**src/rtl/modm_hmg_pkg.sv**
```systemverilog
package modm_hmg_pkg;

   typedef struct packed {
      logic g;
      logic p;
   } gp_t;

   typedef enum logic {
      MODE_TRIPLE = 1'b0,
      MODE_ADD    = 1'b1
   } op_mode_e;

   localparam int ARCH_RING_LOG    = 0;
   localparam int ARCH_RING_SERIAL = 1;

   // Prefix operator: the upper group absorbs the lower one.
   function automatic gp_t gp_join(input gp_t hi, input gp_t lo);
      gp_t r;
      r.g = hi.g | (hi.p & lo.g);
      r.p = hi.p & lo.p;
      return r;
   endfunction

   // Cyclic index (i - d) mod w for non-negative results.
   function automatic int ring_idx(input int i, input int d, input int w);
      return (((i - d) % w) + w) % w;
   endfunction

endpackage

```
**src/rtl/modm_preproc.sv**
```systemverilog
module modm_preproc #(
   parameter int W = 8
) (
   input  logic [W-1:0] a,
   input  logic [W-1:0] b,
   output logic [W-1:0] g,
   output logic [W-1:0] p,
   output logic [W-1:0] h
);
   for (genvar i = 0; i < W; i++) begin : g_bit
      assign g[i] = a[i] & b[i];
      assign p[i] = a[i] | b[i];
      assign h[i] = a[i] ^ b[i];
   end
endmodule

```
**src/rtl/modm_ring_prefix.sv**
```systemverilog
module modm_ring_prefix
   import modm_hmg_pkg::*;
#(
   parameter int W    = 8,
   parameter int ARCH = ARCH_RING_LOG
) (
   input  logic [W-1:0] g,
   input  logic [W-1:0] p,
   output logic [W-1:0] c   // c[i] = carry leaving bit i, wrap included
);
   localparam int LEVELS = (W < 2) ? 1 : $clog2(W);

   if (ARCH == ARCH_RING_LOG) begin : g_log
      // Each level doubles the span; after LEVELS levels every span covers the ring.
      logic [W-1:0] gc, pc, gn, pn;
      always_comb begin
         gc = g;
         pc = p;
         gn = g;
         pn = p;
         for (int lv = 0; lv < LEVELS; lv++) begin
            for (int i = 0; i < W; i++) begin
               gp_t node;
               node = gp_join(gp_t'{g: gc[i], p: pc[i]},
                              gp_t'{g: gc[ring_idx(i, 1 << lv, W)],
                                    p: pc[ring_idx(i, 1 << lv, W)]});
               gn[i] = node.g;
               pn[i] = node.p;
            end
            gc = gn;
            pc = pn;
         end
         c = gc;
      end
   end else begin : g_serial
      // Group generate of the whole word gives the wrapped carry into bit 0,
      // then one ripple pass around the ring.
      logic wrap_c, run_c;
      always_comb begin
         wrap_c = 1'b0;
         for (int i = 0; i < W; i++) begin
            wrap_c = g[i] | (p[i] & wrap_c);
         end
         run_c = wrap_c;
         c = '0;
         for (int i = 0; i < W; i++) begin
            c[i]  = g[i] | (p[i] & run_c);
            run_c = c[i];
         end
      end
   end
endmodule

```
**src/rtl/modm_postproc.sv**
```systemverilog
module modm_postproc #(
   parameter int W = 8
) (
   input  logic [W-1:0] h,
   input  logic [W-1:0] c,
   output logic [W-1:0] s
);
   for (genvar i = 0; i < W; i++) begin : g_sum
      assign s[i] = h[i] ^ c[(i + W - 1) % W];
   end
endmodule

```
**src/rtl/modm_triple_hmg.sv**
```systemverilog
module modm_triple_hmg
   import modm_hmg_pkg::*;
#(
   parameter int WIDTH       = 8,
   parameter int PREFIX_ARCH = ARCH_RING_LOG
) (
   input  logic             mode,
   input  logic [WIDTH-1:0] op_a,
   input  logic [WIDTH-1:0] op_b,
   output logic [WIDTH-1:0] result
);
   // elaboration-time parameter checks
   if (WIDTH < 2) begin : g_bad_width
      $error("modm_triple_hmg: WIDTH must be at least 2");
   end
   if (PREFIX_ARCH != ARCH_RING_LOG && PREFIX_ARCH != ARCH_RING_SERIAL) begin : g_bad_arch
      $error("modm_triple_hmg: PREFIX_ARCH must be 0 or 1");
   end

   logic [WIDTH-1:0] dbl_a, addend;
   logic [WIDTH-1:0] gen_v, prop_v, half_v, carry_v;

   // Doubling modulo 2^W-1 is a left rotation by one.
   assign dbl_a  = {op_a[WIDTH-2:0], op_a[WIDTH-1]};
   assign addend = (op_mode_e'(mode) == MODE_ADD) ? op_b : dbl_a;

   modm_preproc #(.W(WIDTH)) u_pre (
      .a (op_a),
      .b (addend),
      .g (gen_v),
      .p (prop_v),
      .h (half_v)
   );

   modm_ring_prefix #(.W(WIDTH), .ARCH(PREFIX_ARCH)) u_tree (
      .g (gen_v),
      .p (prop_v),
      .c (carry_v)
   );

   modm_postproc #(.W(WIDTH)) u_post (
      .h (half_v),
      .c (carry_v),
      .s (result)
   );
endmodule

```
**config.mk**
```make
export PLATFORM = sky130hd
export DESIGN_NAME = modm_triple_hmg
export DESIGN_NICKNAME = d
export VERILOG_FILES = /design/src/rtl/modm_hmg_pkg.sv /design/src/rtl/modm_preproc.sv /design/src/rtl/modm_ring_prefix.sv /design/src/rtl/modm_postproc.sv /design/src/rtl/modm_triple_hmg.sv
export SDC_FILE = /design/constraint.sdc
export NUM_CORES = 1
export LEC_CHECK = 0
export ABC_AREA = 1
export BUFFER_PORTS_ARGS = -buffer_cell sky130_fd_sc_hd__clkbuf_2
export CORE_ASPECT_RATIO = 1.5
export CORE_MARGIN = 2
export CORE_UTILIZATION = 45
export DETAILED_ROUTE_END_ITERATION = 6
export GPL_TIMING_DRIVEN = 0
export PLACE_DENSITY_LB_ADDON = 0.3
export SLEW_MARGIN = 20
export SYNTH_ARGS = -nofsm -noshare
export SYNTH_HDL_FRONTEND = slang
export SYNTH_SLANG_ARGS = --single-unit
```
**constraint.sdc**
```tcl
create_clock -name vclk -period 1.3
set_input_delay 0.13 -clock vclk [all_inputs]
set_output_delay 0.13 -clock vclk [all_outputs]
set_load 0.02 [all_outputs]
```
# After elaboration in Yosys (flattened, before gate mapping)

Cells that the tools add are included.

Mux-type cells: 1
Bitwise operators: 96

Operator list:

| cell              | count |
|---|---|
| 1-bit AND         | 48 |
| 1-bit OR          | 32 |
| 1-bit XOR         | 16 |
| 8-bit two-way mux | 1 |

Register bits after elaboration: 0
Input port bits: 17
Output and inout port bits: 8
Logic and storage cells: 97

# Depth between registers and ports, before layout

Depth after elaboration: 9
Depth in mapped cells: 13
Depth with buffers taken out: 13

# By module

A second synthesis with hierarchy kept.

Cell total of the unflattened synthesis: 202
Area, all modules: 925.9 um^2

Modules (own cells, without submodules):

| module           | instances | cells each | area an instance (um^2) | seq. area each (um^2) |
|---|---|---|---|---|
| modm_ring_prefix | 1         | 96         | 380.4                   | 0.0 |
| modm_preproc     | 1         | 40         | 290.3                   | 0.0 |
| modm_postproc    | 1         | 40         | 150.1                   | 0.0 |
| modm_triple_hmg  | 1         | 26         | 105.1                   | 0.0 |

# Worst setup path after synthesis

No wires, ideal clock.

Path kind: input -> output
Start point: in mode
End point: out result[0]
Arrival: 1.183 ns
Required time: 1.170 ns
Path slack: -0.013 ns
Stages on the path: 11
Path buffers: 1
Cell sequence: buf_6 -> nand2_1 -> o21ai_0 -> ha_1 -> nor2_1 -> inv_1 -> nor2_1 -> nand2_1 -> nand2_1 -> nand2_1 -> nand2_1

Cells in the longest elaborated chain, start to end: 9

Ends and longest elaborated chain:

| element                                      | RTL line                               | text |
|---|---|---|
| start: declaration                           | modm_triple_hmg.sv:7                   | `input logic mode,` |
| 8-bit two-way mux *                          | modm_triple_hmg.sv:25                  | `assign addend = (op_mode_e'(mode) == MODE_ADD) ? op_b : dbl_a;` |
| 1-bit OR / 1-bit AND (equally long branches) | modm_preproc.sv:12, modm_preproc.sv:11 |  |
| 1-bit AND                                    | modm_hmg_pkg.sv:19                     | `r.g = hi.g \| (hi.p & lo.g);` |
| 1-bit OR                                     | modm_hmg_pkg.sv:19                     |  |
| 1-bit AND                                    | modm_hmg_pkg.sv:19                     |  |
| 1-bit OR                                     | modm_hmg_pkg.sv:19                     |  |
| 1-bit AND                                    | modm_hmg_pkg.sv:19                     |  |
| 1-bit OR                                     | modm_hmg_pkg.sv:19                     |  |
| 1-bit XOR *                                  | modm_postproc.sv:9                     | `assign s[i] = h[i] ^ c[(i + W - 1) % W];` |
| end: declaration                             | modm_triple_hmg.sv:10                  | `output logic [WIDTH-1:0] result` |

Every way passes the cells marked *; elsewhere a longest branch is shown, timed or not.

# Worst setup path in the final report

Start point: in mode
End point: out result[1]

Same word-level chain as after synthesis.

==> key figures <==
Timing
  • Max Freq: 613 MHz
  • Setup violators final: 8
  • Worst hold slack: 853 ps
  • RSZ-0062 raised after global routing: yes
  • Pins Over Slew Limit: 0
  • Slew of the pin with the lowest slew margin: roughly 190 ps
  • Hold Vio Cnt, Final: 0
  • Tcrit/Tclk final: 126%
  • Slew HR: 87.3%
  • Final setup margin: -333 ps
  • Fin crit period: approximately 1600 ps

Critical path
  • Startpoint types: input port
  • Crit-path max cell delay: between 200 and 300 ps
  • Crit path max fanout: 8
  • Crit path kind: input port to primary output
  • Critical path required time: 1170 ps
  • CP endpoint kind: primary output
  • Worst path arrival time: 1500 ps
  • Slowest stage cell on the critical path: ha_2
  • Critical-path cell list: clkbuf_16 -> buf_8 -> nand2_2 -> o21ai_2 -> ha_2 -> inv_1 -> nand2_1 -> nand2_2 -> inv_2 -> nand2_4 -> nand2_4 -> nand2_1 -> nand2_1 -> nand2_2 -> buf_8

Synth
  • Mux contribution to synthesized area: 0%
  • Post-Synth XOR/XNOR Area: 0%
  • Post-Syn Nets: between 200 and 250
  • Area fraction in compound gates after synthesis: 5.29%
  • Simple-gate portion of the synthesized area: between 40% and 50%
  • Seq/Total Area, Yosys: 0%
  • Adder-cell share of the synthesized area: 22.3%
  • Cell area after synthesis: 900 um2
  • Gate Count Post-Synth: 193
  • Largest family of logic cells by synthesized area: simple AND/OR/NAND/NOR gates
  • Syn. warnings: 0
  • Library cells used by synthesis: 8
  • Synthesized area per cell: around 4.7 um2

Floorplanning
  • I/O pins: 25
  • Die height: 58.8 um
  • Rows: 19
  • Chip width: 40.5 um
  • Core area: 1850 um2
  • Die ar.: ~2400 um2
  • Initial Utilization: 48.5%

Status
  • Status: finished, violations left
  • Failing checks: negative setup slack

GRT
  • Vias in the first global route: ~1000
  • Antenna violations before repair: 0
  • Global-route wire length before repair: 3840 um
  • Largest net degree at the start of global routing: 9
  • GRT overflow: 0
  • Gr usage total: 21.7%

Cells and area
  • Area Overhead vs Synth: 60.1%
  • Most frequent cells in the layout: inv_1, nand2_1, nand2_2
  • Share of cells above drive strength 1: between 40% and 50%
  • Seq Cell Count: 0
  • Non-Filler Instances: 240
  • Layout Nets: 254
  • Layout Utilization: 77.7%
  • Commonest non-fill, non-tap cell in the layout: inv_1
  • Clock buf count: 0
  • Diode count: 0
  • FF+latch area: 0 um2

Drt
  • Pre-Repair DR Iteration Count: 4
  • Routed vias: 1112
  • DR WL/cell: 11.1 um
  • Drt total wl: 2670 um
  • DRT iter0 DRCs: 19
  • Vias per cell: 4.63
  • Final ANT Viol Nets: 0
  • DRC Markers: 0

Hold path
  • Worst hold path class: input port to primary output

Pwr
  • Leak pwr: 0.890 nW
  • Power Total: slightly above 800 uW
  • Power Density: 574 nW/um2
  • Worst ir drop on vdd: just under 400 uV

Placed design
  • # port buffers: 25
  • Pre-CTS worst setup slack: -457 ps
  • Dpl cells: 239
  • Half-perimeter wire length after detailed placement: 1690 um
  • GP Congestion: a little over 0.8

Job
  • Maxcap violations: 0

Clock tree
  • Hold buffers post-CTS: 0
  • Post-CTS setup buffers: 0
[path summary, 6_finish.rpt]
kind | startpoint | end | depth (start not counted)
worst max-delay path | mode | result[1] | 15
worst min-delay path | op_a[7] | result[7] | 6
[Yosys cell counts (all sizes together)]
| master | number | area, um2 |
|---|---|---|
| o21ai | 8 | 47.6 |
| inv | 72 | 270 |
| buf | 1 | 11.3 |
| nand2 | 72 | 270 |
| ha | 16 | 200 |
| nand3 | 8 | 40.0 |
| nor2 | 16 | 60.1 |
[cells by family (layout without fill, tap and decap cells)]
family          after synthesis  after routing
simple gates                 96             96
buf+inv                      73             99
fa+ha+maj                    16             16
compound gates                8              8
[through the flow]
stage               cell area [um2]  setup TNS, ps
global route                   1440          -3330
floorplan                       920              0
global placement               1070          -3330
finish                         1440          -2490
detailed placement             1070          -3500
CTS                            1310          -2100
[final cells by class]
cell class,count,area (um2)
multi-input cells,120,901
fillers,143,414
inverters,72,270
repair buffers,26,228
well taps,21,26.3
plain buffers,1,15.0
[repair_timing]
item / 4_1_cts / 5_1_grt
cloned: 1 / 0
gates resized for setup: 69 / 44
pin swaps: 9 / 20
setup endpoints to repair: 8 / 8
[where the power goes]
| part | switching, mW | internal, mW |
|---|---|---|
| Clock | 0 | 0 |
| Sequential | 0 | 0 |
| Combinational | 0.461 | 0.365 |
[metal layers]
layer  vias up  wire (um)  global-route usage [%]
met1       494       1010                    22.7
met2        24       1550                    45.6
met3         4         56                       0
met5         -          0                       0
met4         0         46                   0.952
li1        590          -                       -
[critical path: cells and delay by family]
family,cells,cell delay (ps)
simple gates,8,530
buf+inv,5,520
compound gates,1,70
fa+ha+maj,1,250
(Power assumes the default switching activity.)
